`src/rtl/uart_evt_pkg.sv`:
```
`timescale 1ns/1ps
package uart_evt_pkg;
  localparam int REG_AW = 8;
  localparam int EVT_N  = 4;
  localparam int ERR_W  = 4;
  localparam int PIN_N  = 4;

  localparam int EV_RXRDY = 0;
  localparam int EV_TXDONE = 1;
  localparam int EV_ERROR = 2;
  localparam int EV_RXTO  = 3;

  localparam logic [REG_AW-1:0] OFF_START_RX = 8'h00;
  localparam logic [REG_AW-1:0] OFF_STOP_RX  = 8'h04;
  localparam logic [REG_AW-1:0] OFF_START_TX = 8'h08;
  localparam logic [REG_AW-1:0] OFF_STOP_TX  = 8'h0C;
  localparam logic [REG_AW-1:0] OFF_SUSPEND  = 8'h10;
  localparam logic [REG_AW-1:0] OFF_EVT0     = 8'h20;
  localparam logic [REG_AW-1:0] OFF_MASK     = 8'h40;
  localparam logic [REG_AW-1:0] OFF_MASK_SET = 8'h44;
  localparam logic [REG_AW-1:0] OFF_MASK_CLR = 8'h48;
  localparam logic [REG_AW-1:0] OFF_ERRSRC   = 8'h4C;
  localparam logic [REG_AW-1:0] OFF_ENABLE   = 8'h50;
  localparam logic [REG_AW-1:0] OFF_PIN0     = 8'h54;
  localparam logic [REG_AW-1:0] OFF_BAUD     = 8'h64;
  localparam logic [REG_AW-1:0] OFF_RXDATA   = 8'h68;
  localparam logic [REG_AW-1:0] OFF_TXDATA   = 8'h6C;

  localparam logic [31:0] ENABLE_KEY = 32'd4;
  localparam logic [31:0] PIN_RST    = 32'hFFFF_FFFF;
  localparam logic [31:0] BAUD_RST   = 32'h0400_0000;

  function automatic logic [REG_AW-1:0] evt_off(input int i);
    return REG_AW'(OFF_EVT0 + REG_AW'(4 * i));
  endfunction

  function automatic logic [REG_AW-1:0] pin_off(input int k);
    return REG_AW'(OFF_PIN0 + REG_AW'(4 * k));
  endfunction
endpackage

```
`src/rtl/uart_evt_rxfifo.sv`:
```
`timescale 1ns/1ps
module uart_evt_rxfifo #(
  parameter int DEPTH = 4,
  parameter int W     = 8
) (
  input  logic                         clk,
  input  logic                         rst_n,
  input  logic                         push,
  input  logic [W-1:0]                 din,
  input  logic                         pop,
  output logic [W-1:0]                 dout,
  output logic [$clog2(DEPTH+1)-1:0]   count,
  output logic                         full,
  output logic                         empty
);
  localparam int AW = (DEPTH > 1) ? $clog2(DEPTH) : 1;
  localparam int CW = $clog2(DEPTH + 1);

  logic [W-1:0]  mem_q [DEPTH];
  logic [AW-1:0] wp_q, wp_d, rp_q, rp_d;
  logic [CW-1:0] cnt_q, cnt_d;

  function automatic logic [AW-1:0] bump(input logic [AW-1:0] p);
    return (p == AW'(DEPTH - 1)) ? '0 : p + AW'(1);
  endfunction

  always_comb begin
    wp_d  = push ? bump(wp_q) : wp_q;
    rp_d  = pop  ? bump(rp_q) : rp_q;
    cnt_d = cnt_q;
    case ({push, pop})
      2'b10:   cnt_d = cnt_q + CW'(1);
      2'b01:   cnt_d = cnt_q - CW'(1);
      default: cnt_d = cnt_q;
    endcase
  end

  always_ff @(posedge clk or negedge rst_n) begin
    if (!rst_n) begin
      wp_q  <= '0;
      rp_q  <= '0;
      cnt_q <= '0;
    end else begin
      wp_q  <= wp_d;
      rp_q  <= rp_d;
      cnt_q <= cnt_d;
    end
  end

  always_ff @(posedge clk) begin
    if (push) mem_q[wp_q] <= din;
  end

  assign dout  = mem_q[rp_q];
  assign count = cnt_q;
  assign full  = (cnt_q == CW'(DEPTH));
  assign empty = (cnt_q == '0);
endmodule

```
`src/rtl/uart_evt_txhold.sv`:
```
`timescale 1ns/1ps
module uart_evt_txhold #(
  parameter int W = 8
) (
  input  logic         clk,
  input  logic         rst_n,
  input  logic         load,
  input  logic [W-1:0] din,
  output logic         valid,
  output logic [W-1:0] dout,
  input  logic         ready,
  output logic         done
);
  logic         vld_q, vld_d;
  logic [W-1:0] dat_q;

  assign done = vld_q & ready;

  always_comb begin
    vld_d = vld_q;
    if (done) vld_d = 1'b0;
    if (load) vld_d = 1'b1;
  end

  always_ff @(posedge clk or negedge rst_n) begin
    if (!rst_n) vld_q <= 1'b0;
    else        vld_q <= vld_d;
  end

  always_ff @(posedge clk or negedge rst_n) begin
    if (!rst_n)    dat_q <= '0;
    else if (load) dat_q <= din;
  end

  assign valid = vld_q;
  assign dout  = dat_q;
endmodule

```
`src/rtl/uart_evt_irq.sv`:
```
`timescale 1ns/1ps
module uart_evt_irq #(
  parameter int N = 4
) (
  input  logic [N-1:0] evt,
  input  logic [N-1:0] mask,
  output logic         irq
);
  logic [N-1:0] term;
  for (genvar g = 0; g < N; g++) begin : g_term
    assign term[g] = evt[g] & mask[g];
  end
  assign irq = |term;
endmodule

```
`src/rtl/uart_evtask_regs.sv`:
```
`timescale 1ns/1ps
module uart_evtask_regs
  import uart_evt_pkg::*;
#(
  parameter int RX_DEPTH = 4,
  parameter int DW       = 32,
  parameter int BW       = 8
) (
  input  logic              clk,
  input  logic              rst_n,
  input  logic              bus_wr,
  input  logic              bus_rd,
  input  logic [REG_AW-1:0] bus_addr,
  input  logic [DW-1:0]     bus_wdata,
  output logic [DW-1:0]     bus_rdata,
  output logic              tx_valid,
  output logic [BW-1:0]     tx_data,
  input  logic              tx_ready,
  input  logic              rx_valid,
  input  logic [BW-1:0]     rx_data,
  output logic              rx_ready,
  input  logic              rx_break,
  output logic              irq
);
  localparam int CW = $clog2(RX_DEPTH + 1);

  logic              en_q, en_d;
  logic              txs_q, txs_d;
  logic              rxs_q, rxs_d;
  logic [EVT_N-1:0]  evt_q, evt_d;
  logic [EVT_N-1:0]  mask_q, mask_d;
  logic [ERR_W-1:0]  err_q, err_d;
  logic [DW-1:0]     pin_q [PIN_N];
  logic [DW-1:0]     pin_d [PIN_N];
  logic [DW-1:0]     baud_q, baud_d;

  logic              wr_ok, is_one;
  logic              tx_load, tx_done;
  logic              rx_push, rx_pop;
  logic              fifo_full, fifo_empty;
  logic [CW-1:0]     fifo_cnt;
  logic [BW-1:0]     rx_head;

  assign wr_ok   = bus_wr && (en_q || bus_addr == OFF_ENABLE);
  assign is_one  = (bus_wdata == DW'(1));
  assign tx_load = wr_ok && en_q && bus_addr == OFF_TXDATA && txs_q && !tx_valid;
  assign rx_ready = rxs_q && !fifo_full;
  assign rx_push = rx_valid && rx_ready;
  assign rx_pop  = bus_rd && en_q && bus_addr == OFF_RXDATA && rxs_q && !fifo_empty;

  uart_evt_rxfifo #(.DEPTH(RX_DEPTH), .W(BW)) u_rxfifo (
    .clk   (clk),
    .rst_n (rst_n),
    .push  (rx_push),
    .din   (rx_data),
    .pop   (rx_pop),
    .dout  (rx_head),
    .count (fifo_cnt),
    .full  (fifo_full),
    .empty (fifo_empty)
  );

  uart_evt_txhold #(.W(BW)) u_txhold (
    .clk   (clk),
    .rst_n (rst_n),
    .load  (tx_load),
    .din   (bus_wdata[BW-1:0]),
    .valid (tx_valid),
    .dout  (tx_data),
    .ready (tx_ready),
    .done  (tx_done)
  );

  uart_evt_irq #(.N(EVT_N)) u_irq (
    .evt  (evt_q),
    .mask (mask_q),
    .irq  (irq)
  );

  // Next state: software writes first, hardware sets afterwards so they win.
  always_comb begin
    en_d   = en_q;
    txs_d  = txs_q;
    rxs_d  = rxs_q;
    evt_d  = evt_q;
    mask_d = mask_q;
    err_d  = err_q;
    baud_d = baud_q;
    for (int k = 0; k < PIN_N; k++) pin_d[k] = pin_q[k];

    if (wr_ok) begin
      case (bus_addr)
        OFF_START_RX: if (is_one) rxs_d = 1'b1;
        OFF_START_TX: if (is_one) txs_d = 1'b1;
        OFF_STOP_TX:  if (is_one) txs_d = 1'b0;
        OFF_STOP_RX: begin
          if (is_one) begin
            rxs_d = 1'b0;
            evt_d[EV_RXTO] = 1'b1;
          end
        end
        OFF_SUSPEND: begin
          if (is_one) begin
            txs_d = 1'b0;
            rxs_d = 1'b0;
            evt_d[EV_RXTO] = 1'b1;
          end
        end
        OFF_MASK:     mask_d = bus_wdata[EVT_N-1:0];
        OFF_MASK_SET: mask_d = mask_q | bus_wdata[EVT_N-1:0];
        OFF_MASK_CLR: mask_d = mask_q & ~bus_wdata[EVT_N-1:0];
        OFF_ERRSRC:   err_d  = err_q & ~bus_wdata[ERR_W-1:0];
        OFF_ENABLE: begin
          if (bus_wdata == '0) begin
            en_d  = 1'b0;
            txs_d = 1'b0;
            rxs_d = 1'b0;
            evt_d[EV_RXTO] = 1'b1;
          end else if (bus_wdata == DW'(ENABLE_KEY)) begin
            en_d = 1'b1;
          end
        end
        OFF_BAUD:     baud_d = bus_wdata;
        default: begin
          for (int i = 0; i < EVT_N; i++)
            if (bus_addr == evt_off(i)) evt_d[i] = bus_wdata[0];
          for (int k = 0; k < PIN_N; k++)
            if (bus_addr == pin_off(k)) pin_d[k] = bus_wdata;
        end
      endcase
    end

    if (tx_done) evt_d[EV_TXDONE] = 1'b1;
    if (rx_break) begin
      err_d[1:0] = 2'b11;
      evt_d[EV_ERROR] = 1'b1;
    end
    if (rx_pop && fifo_cnt > CW'(1)) evt_d[EV_RXRDY] = 1'b1;
    if (rx_push) evt_d[EV_RXRDY] = 1'b1;
  end

  always_ff @(posedge clk or negedge rst_n) begin
    if (!rst_n) begin
      en_q   <= 1'b0;
      txs_q  <= 1'b0;
      rxs_q  <= 1'b0;
      evt_q  <= '0;
      mask_q <= '0;
      err_q  <= '0;
      baud_q <= DW'(BAUD_RST);
      for (int k = 0; k < PIN_N; k++) pin_q[k] <= DW'(PIN_RST);
    end else begin
      en_q   <= en_d;
      txs_q  <= txs_d;
      rxs_q  <= rxs_d;
      evt_q  <= evt_d;
      mask_q <= mask_d;
      err_q  <= err_d;
      baud_q <= baud_d;
      for (int k = 0; k < PIN_N; k++) pin_q[k] <= pin_d[k];
    end
  end

  // Read mux
  always_comb begin
    bus_rdata = '0;
    if (en_q) begin
      case (bus_addr)
        OFF_MASK, OFF_MASK_SET, OFF_MASK_CLR: bus_rdata = DW'(mask_q);
        OFF_ERRSRC: bus_rdata = DW'(err_q);
        OFF_ENABLE: bus_rdata = DW'(ENABLE_KEY);
        OFF_BAUD:   bus_rdata = baud_q;
        OFF_RXDATA: bus_rdata = DW'(rx_head);
        default: begin
          for (int i = 0; i < EVT_N; i++)
            if (bus_addr == evt_off(i)) bus_rdata = DW'(evt_q[i]);
          for (int k = 0; k < PIN_N; k++)
            if (bus_addr == pin_off(k)) bus_rdata = pin_q[k];
        end
      endcase
    end
  end
endmodule

```
`config.mk`:
```
export PLATFORM = sky130hd
export DESIGN_NAME = uart_evtask_regs
export DESIGN_NICKNAME = d
export VERILOG_FILES = /design/src/rtl/uart_evt_pkg.sv /design/src/rtl/uart_evt_rxfifo.sv /design/src/rtl/uart_evt_txhold.sv /design/src/rtl/uart_evt_irq.sv /design/src/rtl/uart_evtask_regs.sv
export SDC_FILE = /design/constraint.sdc
export NUM_CORES = 1
export LEC_CHECK = 0
export BUFFER_PORTS_ARGS = -buffer_cell sky130_fd_sc_hd__buf_2
export CAP_MARGIN = 40
export CORE_MARGIN = 5
export CORE_UTILIZATION = 52
export DETAILED_ROUTE_END_ITERATION = 6
export PLACE_DENSITY_LB_ADDON = 0.2
export REMOVE_ABC_BUFFERS = 1
export SLEW_MARGIN = 20
export SYNTH_ARGS = -nofsm -noshare
export SYNTH_HDL_FRONTEND = slang
export SYNTH_SLANG_ARGS = --single-unit
```
`constraint.sdc`:
```
create_clock -name clk -period 2.08 [get_ports clk]
set_input_delay 0.208 -clock clk [delete_from_list [all_inputs] [get_ports clk]]
set_output_delay 0.208 -clock clk [all_outputs]
set_load 0.02 [all_outputs]
```
Word level (Yosys, flattened, before mapping)
Memories as Yosys holds them, arrays and structs flattened.
Index checks and enable logic that the tools add are counted.

storage, ports and cells
  register bits = 191
  memory bits (writable) = 32
  input port bits = 55
  output and inout bits = 43
  word-level logic and storage cells = 166
  memories = 1

cells by class
  add/subtract/negate cells = 4
  magnitude comparators = 1
  equality and inequality tests = 35
  mux-type cells = 40
  bitwise logic cells = 11
  reductions and logical operators = 54

memory list
  name            words  width  read ports  clocked after memory_dff  write ports  RTL line               source
  u_rxfifo.mem_q  4      8      1           0                         1            uart_evt_rxfifo.sv:19  logic [W-1:0] mem_q [DEPTH];

operator list
  kind                   count
  $mux W32               8
  $pmux W32 S5           1
  $eq A8 B7 Y1 const B   12
  $eq A32 B1 Y1 const B  1
  $eq A32 B3 Y1 const B  1
  $eq A8 B6 Y1 const B   4
  $logic_not A32 Y1      1
  $reduce_and A3 Y1      8
  $mux W1                19
  $reduce_bool A3 Y1     6
  $eq A8 B4 Y1 const B   2
  $reduce_bool A2 Y1     8
  $reduce_and A5 Y1      3
  $logic_and A1 B1 Y1    12
  $pmux W4 S3            1
  $reduce_or A11 Y1      1
  $mux W2                5
  $ne A2 B1 Y1 const B   5
  $pmux W1 S3            3
  $and A4 B4 Y4          2
  $eq A8 B3 Y1 const B   1
  $eq A8 B5 Y1 const B   1
  $logic_not A8 Y1       1
  $reduce_and A2 Y1      4
  other kinds (22)       35

Logic depth before layout (Yosys ltp)
Gate-level depths: netlist of run 1.

  depth after elaboration = 11
  gate-level depth with buffers = 9
  depth with buffers taken out = 9

Cells and area by module
A second synthesis of run 1 with hierarchy kept.

second synthesis, totals
  cell total of the unflattened synthesis = 859
  area, all modules = 10903.0 µm²

by module, submodules not included
  module            times used  cells each  area each (µm²)  sequential area each (µm²)
  uart_evtask_regs  1           754         8937.3           4540.6
  uart_evt_rxfifo   1           81          1571.5           1136.1
  uart_evt_txhold   1           21          375.4            225.2
  uart_evt_irq      1           3           18.8             0.0

Worst setup path after synthesis of run 1
Ideal clock, no wire load.

  kind = register to register
  from = register u_rxfifo.cnt_q[0] (netlist: u_rxfifo.count[0])
  to = register u_rxfifo.cnt_q[2] (netlist: u_rxfifo.count[2])
  library setup time = 79 ps
  data arrival time = 2261 ps
  data required time = 2001 ps
  slack = -260 ps
  stages on the path, launching flop included = 9
  path buffers = 0
  period minus slack after synthesis = 2340 ps
  path through = dfrtp_1 -> inv_1 -> ha_1 -> a21boi_0 -> and2_1 -> inv_1 -> ha_1 -> nor2_1 -> xor2_1

on the way
  cells in the longest elaborated chain, start to end = 6
  elaborated cells between the ends (all ways) = 13
  those cells by class = add/sub: 2; eq/ne: 3; mux: 1; reduce/logical: 7

RTL lines
  item                                               RTL line                source
  start: declaration                                 uart_evt_rxfifo.sv:21   logic [CW-1:0] cnt_q, cnt_d;
  start signal: assignment                           uart_evt_rxfifo.sv:46   cnt_q <= cnt_d;
  $eq A3 B3 Y1 (*)                                   uart_evt_rxfifo.sv:56   assign full = (cnt_q == CW'(DEPTH));
  $logic_not A1 Y1 (*)                               uart_evtask_regs.sv:47  assign rx_ready = rxs_q && !fifo_full;
  $logic_and A1 B1 Y1 (*)                            uart_evtask_regs.sv:47
  net rx_ready                                       uart_evtask_regs.sv:21  output logic rx_ready,
  $logic_and A1 B1 Y1 (*)                            uart_evtask_regs.sv:48  assign rx_push = rx_valid && rx_ready;
  $eq A2 B1 Y1 or $eq A2 B2 Y1 (tied branches)       uart_evt_rxfifo.sv:31   case ({push, pop})
  $pmux W3 S2 or $reduce_bool A2 Y1 (tied branches)  -

Mark *: on every way through the listed nets, which the timed path passes. The rest lies on a longest branch.
A chain may end at the register's enable or synchronous reset.

Worst setup path in the final report of run 1
  from = register u_rxfifo.rp_q[0]
  to = output bus_rdata[6]

on the way
  cells in the longest elaborated chain, start to end = 3

RTL lines
  item                      RTL line                 source
  start: declaration        uart_evt_rxfifo.sv:20    logic [AW-1:0] wp_q, wp_d, rp_q, rp_d;
  start signal: assignment  uart_evt_rxfifo.sv:45    rp_q <= rp_d;
  $mem_v2 Z4 W8             -
  $pmux W32 S5              uart_evtask_regs.sv:168  case (bus_addr)
  $mux W32                  uart_evtask_regs.sv:167  if (en_q) begin
  end: declaration          uart_evtask_regs.sv:15   output logic [DW-1:0] bus_rdata,

Every way passes these cells.

==> impl_results.md, run 1 <==
* P_sw at 1.995 mW
* Worst path bufs/invs at 2
* Yosys warns at 0
* Placed Instances at 1242
* DR pass1 iterations at 4
* Slew @ Worst Pin at 0.5592 ns
* CP Max Fanout at 6
* Combinational power share at 5.3%
* Vias in the first global route at 8076
* Slew Viols, Final at 0
* Worst path slowest cell: mux4_2
* Via Count at 7626
* Sw Share at 21.56%
* Maximum clock frequency at 405.9 MHz
* Final WL at 27860 um
* Post-Syn Area at 0.01063 sq mm
* DP HPWL at 17950 um
* Final Skew at 0.006420 ns
* Critical path arrival at 2.26 ns
* H-tree lvl count at 1
* Final antenna-violating net count at 0
* Seq/Total Area, Yosys at 55.52%
* Filler cells at 1468
* Initial antenna violation count at 0
* Root buf cell: clkbuf_16
* First-pass GRT wire length at 44560 um
* Outcome: finished with violations
* Placement Setup Slack at -0.3961 ns
* Count of final setup violators at 31
* Worst setup EP type: primary output
* N_diodes at 0
* Clock share of power at 46.6%
* # port buffers at 97
* Starting DRT DRC Count at 575
* Die H at 153.0 um
* Sequential Power Share at 48.1%
* Final hold violations at 0
* Die area at 0.02340 sq mm
* GPL Wtd Cong at 0.8706
* Tot GR Track Use at 23.45%
* CP top delay family: multiplexers
* Finished Layout Cells at 1318
* Clock Path Buffers at 3
* Tmin final at 2.464 ns
* Seq cells post-synth at 223
* Crit-path cells: buf_8 > mux4_2 > a222oi_1 > o21a_1 > nor2_2 > buf_6
* Util after Layout at 68.08%
* Post-route cell area at 0.01373 sq mm
* Worst-skew pair later-pin latency at 0.51 ns
* Num Clock Sinks at 223
* CP required at 1.87 ns
* Failing checks: setup timing
* Flop-to-flop setup slack at 0.12 ns
* Yosys cell types at 64
* Synth async-reset ratio at 85.65%
* I/O pin total at 98
* Startpoint Class: register
* Post-synth EDFFs at 32
* Ys flop type: dfstp_2
* Area delta synth->final at 29.17%
* Die Wd at 153.0 um
* Syn_area_per_cell at 12.87 sq um
* Largest net degree at the start of global routing at 65
* CTS tree: built
* Unrepaired setup endpoints after global routing: yes
* Final net count at 1095
* DRC Markers at 0
* Tot Pwr at 9.253 mW
* Worst hold path class: input pin to register
* Cell count after synthesis at 826
* Wire per inst at 21.14 um
* Final period util at 118.5%
* Max Cap Viol at 0
* Placed cell areas at 0.01218 sq mm
* Worst IR Drop VDD at 0.6792 mV
* DR vias/cell at 5.786
* Core Area at 0.02017 sq mm
* Share of cells above drive strength 1 at 56.97%
* P_leak at 6.025 nW
* Gr ovfl total at 0
* Worst setup margin at -0.3840 ns
* Clk pin slew, worst setup/hold paths at 0.06 ns
* Power Density at 673.9 mW/mm^2
* Fin Hold WS at 0.01910 ns
* Worst slew margin at 62.72%
* Largest stage delay on the critical path at 0.51 ns
* P_int at 7.258 mW
* Clock buffer count from CTS at 24
* Starting Density at 52.70%
* Setup CP Type: register to primary output
* Setup TNS at -3.629 ns
* Row cnt at 52
==> logic make-up (layout without fill, tap and decap cells) <==
| logic type | Yosys count | count (layout) | share of synthesized area (%) |
|---|---|---|---|
| DFF | 223 | 223 | 55.52 |
| muxes | 209 | 209 | 22.75 |
| and+or+nand+nor | 170 | 170 | 8.381 |
| AOI/OAI and AO/OA | 145 | 145 | 9.169 |
| buffers and inverters | 65 | 287 | 2.672 |
| adders and majority gates | 10 | 10 | 1.177 |
| xor gates and xnor gates | 4 | 4 | 0.3296 |
==> what timing repair did <==
action	in CTS	in global routing
cloned	4	2
resized for setup	89	30
endpoints found under the hold margin	53	0
hold buffers	13	0
setup endpoints to repair	33	42
setup buffers	11	3
pin swaps	16	13
==> cell type report <==
cell class,instances,area [sq um],share of cell area (%)
repair buffers,232,2052,14.94
flip-flops and latches,223,5904,43.00
multi-input cells,538,4579,33.35
clock buffers,34,709.4,5.167
clock inverters,10,106.4,0.7746
well taps,270,337.8,2.460
inverters,11,41.29,0.3007
==> power by group through the flow <==
stage	logic, mW	clock network, mW	registers [mW]
after floorplan	0.0817	0	4.52
after global placement	0.448	0	4.52
after detailed placement	0.451	0	4.52
after CTS	0.487	4.39	4.45
after global routing	0.533	4.58	4.45
final	0.491	4.31	4.45
==> routing by layer <==
metal / GRT usage [%] / wire length [um] / vias to the layer above
li1: - / - / 3474
met1: 30.49 / 11640 / 3881
met2: 41.24 / 14240 / 213
met3: 3.591 / 1295 / 58
met4: 6.237 / 681 / 0
met5: 0 / 0 / -
==> cell usage after synthesis, types with 6 or more instances <==
library cell	n	area, sq um
clkbuf_1	32	120.1
nor4_1	9	56.30
mux4_2	9	202.7
a22o_1	28	245.2
mux2i_1	29	290.3
dfstp_2	129	3390
edfxtp_1	32	960.9
dfrtp_1	62	1551
nand3_1	10	50.05
o21ai_0	35	175.2
inv_1	11	41.29
nand2_1	44	165.2
nor2_1	49	183.9
nor3_1	11	55.05
mux2_1	9	101.4
a22oi_1	6	45.04
buf_2	14	70.07
ha_1	10	125.1
a21oi_1	38	190.2
mux2_2	162	1824
and3_1	7	43.79
==> cells in the final DEF, fill, tap and decap left out, types with 9 or more instances in the layout <==
cell type | netlist | layout
clkbuf_16 | 0 | 27
inv_1 | 11 | 10
mux2_2 | 162 | 162
dfstp_2 | 129 | 129
nand2_1 | 44 | 43
buf_6 | 3 | 29
dlygate4sd3_1 | 0 | 13
a21oi_1 | 38 | 38
nor4_1 | 9 | 9
dfrtp_1 | 62 | 60
a22o_1 | 28 | 27
buf_12 | 0 | 16
o21ai_2 | 1 | 10
mux2_1 | 9 | 9
edfxtp_1 | 32 | 32
o21ai_1 | 0 | 13
buf_4 | 0 | 94
mux4_2 | 9 | 9
nor2_1 | 49 | 47
nor3_1 | 11 | 10
buf_2 | 14 | 70
o21ai_0 | 35 | 13
mux2i_1 | 29 | 29
ha_1 | 10 | 9
==> worst paths after layout <==
path / endpoint / start / cells past startpoint
worst max-delay path: bus_rdata[6] / u_rxfifo.rp_q[0] / 6
worst min-delay path: pin_q[42] / bus_wdata[10] / 2
worst max register to register: u_rxfifo.count[2] / u_rxfifo.count[0] / 8
worst min register to register: err_q[0] / err_q[0] / 1
max in group asynchronous: pin_q[37] / rst_n / 3
min in group asynchronous: baud_q[17] / rst_n / 2
==> state kept, by name (all words and copies together), names as in the netlist <==
signal          count
pin_q             128
baud_q             32
u_rxfifo.mem_q     32
u_txhold.dout       8
err_q               4
evt_q               4
mask_q              4
u_rxfifo.count      3
u_rxfifo.rp_q       2
u_rxfifo.wp_q       2
en_q                1
rxs_q               1
txs_q               1
u_txhold.valid      1
Power figures use the tool's default switching activity.
==> run 2, diff against run 1 <==
--- a/config.mk
+++ b/config.mk
@@ -5,6 +5,7 @@
 export SDC_FILE = /design/constraint.sdc
 export NUM_CORES = 1
 export LEC_CHECK = 0
+export ABC_AREA = 1
 export BUFFER_PORTS_ARGS = -buffer_cell sky130_fd_sc_hd__buf_2
 export CAP_MARGIN = 40
 export CORE_MARGIN = 5
==> constraint.sdc (replaced) <==
create_clock -name clk -period 2.7 [get_ports clk]
set_input_delay 0.27 -clock clk [delete_from_list [all_inputs] [get_ports clk]]
set_output_delay 0.27 -clock clk [all_outputs]
set_load 0.02 [all_outputs]
==> impl_results.md, run 2 <==
* Final period util at 92.47%
* Tot GR Track Use at 23.37%
* Max Cap Viol at 0
* Commonest non-fill, non-tap cells in the layout: 439 x nand2_1, 129 x dfstp_2, 119 x o21ai_1, 113 x o21ai_0, 96 x buf_2
* Setup CP Type: register to primary output
* Yosys warns at 0
* Final antenna-violating net count at 0
* Critical path arrival at 2.23 ns
* Final hold violations at 0
* Row cnt at 53
* Seq cells post-synth at 223
* Worst-skew pair later-pin latency at 0.52 ns
* Count leader, synth: nand2_1
* Worst hold path class: input pin to register
* DRC Markers at 0
* I/O pin total at 98
* Largest regs: pin_q x128, baud_q x32, u_rxfifo.mem_q x32
* Num Clock Sinks at 223
* Cell count after synthesis at 1303
* Synth async-reset ratio at 85.65%
* RR Startpoint: u_rxfifo.count[0]
* Setup crit start: u_rxfifo.rp_q[1]
* Largest net degree at the start of global routing at 93
* # port buffers at 97
* R2R depth at 9
* Hold Path Sink: err_q[2]
* Clock Path Buffers at 3
* Post-Syn Area at 0.01089 sq mm
* Core Area at 0.02082 sq mm
* Register area at 0.005903 sq mm
* CP required at 2.43 ns
* Starting DRT DRC Count at 724
* Largest register FFs at 128
* Syn_area_per_cell at 8.357 sq um
* Maximum clock frequency at 400.5 MHz
* P_leak at 5.467 nW
* Area delta synth->final at 15.81%
* Filler cells at 1887
* Yosys cell types at 31
* Commonest non-fill, non-tap cell in the layout: nand2_1
* Final Skew at 0.02207 ns
* H-tree lvl count at 1
* Startpoint Class: register
* Top-area cell type share of the netlist area at 31.13%
* Initial antenna violation count at 0
* Post-synth EDFFs at 32
* Sw Share at 21.24%
* Final net count at 1470
* Cell taking the most area after synthesis: dfstp_2
* Tot Pwr at 7.168 mW
* P_int at 5.646 mW
* Die H at 154.7 um
* Hold wc startpoint: bus_wdata[2]
* Routed wl met3 at 1934 um
* R2R Path End: u_rxfifo.count[2]
* Tmin final at 2.497 ns
* DR vias/cell at 5.362
* Die area at 0.02394 sq mm
* Vias in the first global route at 8517
* Die Wd at 154.7 um
* Max Used Layer: met4
* Worst IR Drop VDD at 0.3844 mV
* Slew Viols, Final at 0
* First-pass GRT wire length at 45860 um
* Power Density at 568.4 mW/mm^2
* DR pass1 iterations at 6
* Share of cells above drive strength 1 at 23.33%
* DP HPWL at 18140 um
* Setup TNS at 0 ns
* Sequential Power Share at 47.9%
* Hold Path Stages at 2
* Unrepaired setup endpoints after global routing: no
* Combinational power share at 3.8%
* Outcome: finished, final reports clean
* GPL Wtd Cong at 0.9678
* Via Count at 9104
* Flop-to-flop setup slack at 0.66 ns
* Met2 WL at 12870 um
* Util after Layout at 60.56%
* Commonest cells in the netlist: 439 x nand2_1, 129 x dfstp_2, 119 x o21ai_1
* Starting Density at 52.30%
* Count of final setup violators at 0
* Gr ovfl total at 0
* Most flop-heavy register: pin_q
* Slew @ Worst Pin at 0.7690 ns
* Worst slew margin at 48.73%
* M1 WL at 12670 um
* P_sw at 1.522 mW
* Seq/Total Area, Yosys at 54.20%
* Largest cells by area after synthesis: dfstp_2 31%, nand2_1 15%, dfrtp_1 14%
* Clock share of power at 48.3%
* Final WL at 28020 um
* Multi-input gate area at 0.004272 sq mm
* Clock buffer count from CTS at 25
* Wire per inst at 16.50 um
* Clk pin slew, worst setup/hold paths at 0.06 ns
* Root buf cell: clkbuf_16
* Post-CTS Setup Bufs at 0
* N_diodes at 0
* CP Max Fanout at 12
* Ys flop type: dfstp_2
* CTS tree: built
* Worst setup EP type: primary output
run 2: repair_timing:
item | in CTS | in global routing
gates resized for setup | 0 | 2
hold buffers | 11 | 0
endpoints found under the hold margin | 54 | 0
setup endpoints to repair | 0 | 3
run 2: area by class of cell:
class                   count  area share [%]
well taps                 275           2.728
flip-flops and latches    223           46.81
repair buffers            139           7.332
inverters                  86           2.590
clock buffers              37           5.794
multi-input cells         930           33.87
clock inverters             8          0.8731
run 2: metrics by stage:
step           std cells  hold WS, ns  setup slack [ns]  area, sq um
2_1_floorplan       1239     -0.02559          -0.04431        10490
3_3_place_gp        1642       0.4007            0.2701        11650
3_5_place_dp        1642       0.4106            0.2585        11650
4_1_cts             1698     0.002369           0.08525        12610
5_1_grt             1698      0.02677           0.02374        12610
6_report            1698      0.02064            0.2034        12610
run 2: cells by family (layout without fill, tap and decap cells):
logic type	after synthesis	in the layout	share of synthesized area, %
compound gates	298	298	14.29
flops	223	223	54.20
fa+ha+maj	10	10	1.149
xor+xnor	3	3	0.2413
buf+inv	150	270	6.618
simple gates	619	619	23.50
run 2: worst max path at each step:
stage	endpoint	slack (ns)	cells past startpoint
final	bus_rdata[0]	0.20	8
after global routing	bus_rdata[2]	0.02	10
after CTS	bus_rdata[2]	0.09	9
after detailed placement	bus_rdata[14]	0.26	12
after global placement	bus_rdata[28]	0.27	12
after floorplan	bus_rdata[1]	-0.04	10
run 2: power groups by stage:
stage | registers, mW | logic [mW] | clock network, mW
6_report | 3.43 | 0.272 | 3.46
5_1_grt | 3.43 | 0.307 | 3.67
4_1_cts | 3.43 | 0.276 | 3.52
3_5_place_dp | 3.49 | 0.262 | 0
3_3_place_gp | 3.49 | 0.260 | 0
2_1_floorplan | 3.48 | 0.0935 | 0
run 2: worst max-delay path, stage by stage (launching register included):
cell	delay (ns)
dfrtp_2	0.49
inv_1	0.24
o21ai_0	0.13
o22ai_1	0.18
a21oi_1	0.14
nand3_1	0.10
nand2_1	0.06
nor2_1	0.18
buf_2	0.20
run 2: routing by layer:
layer  GRT usage (%)  vias up
met5               0        -
met4           5.593        0
met3           2.798       45
met2           37.15      309
met1           34.53     4288
li1                -     4462
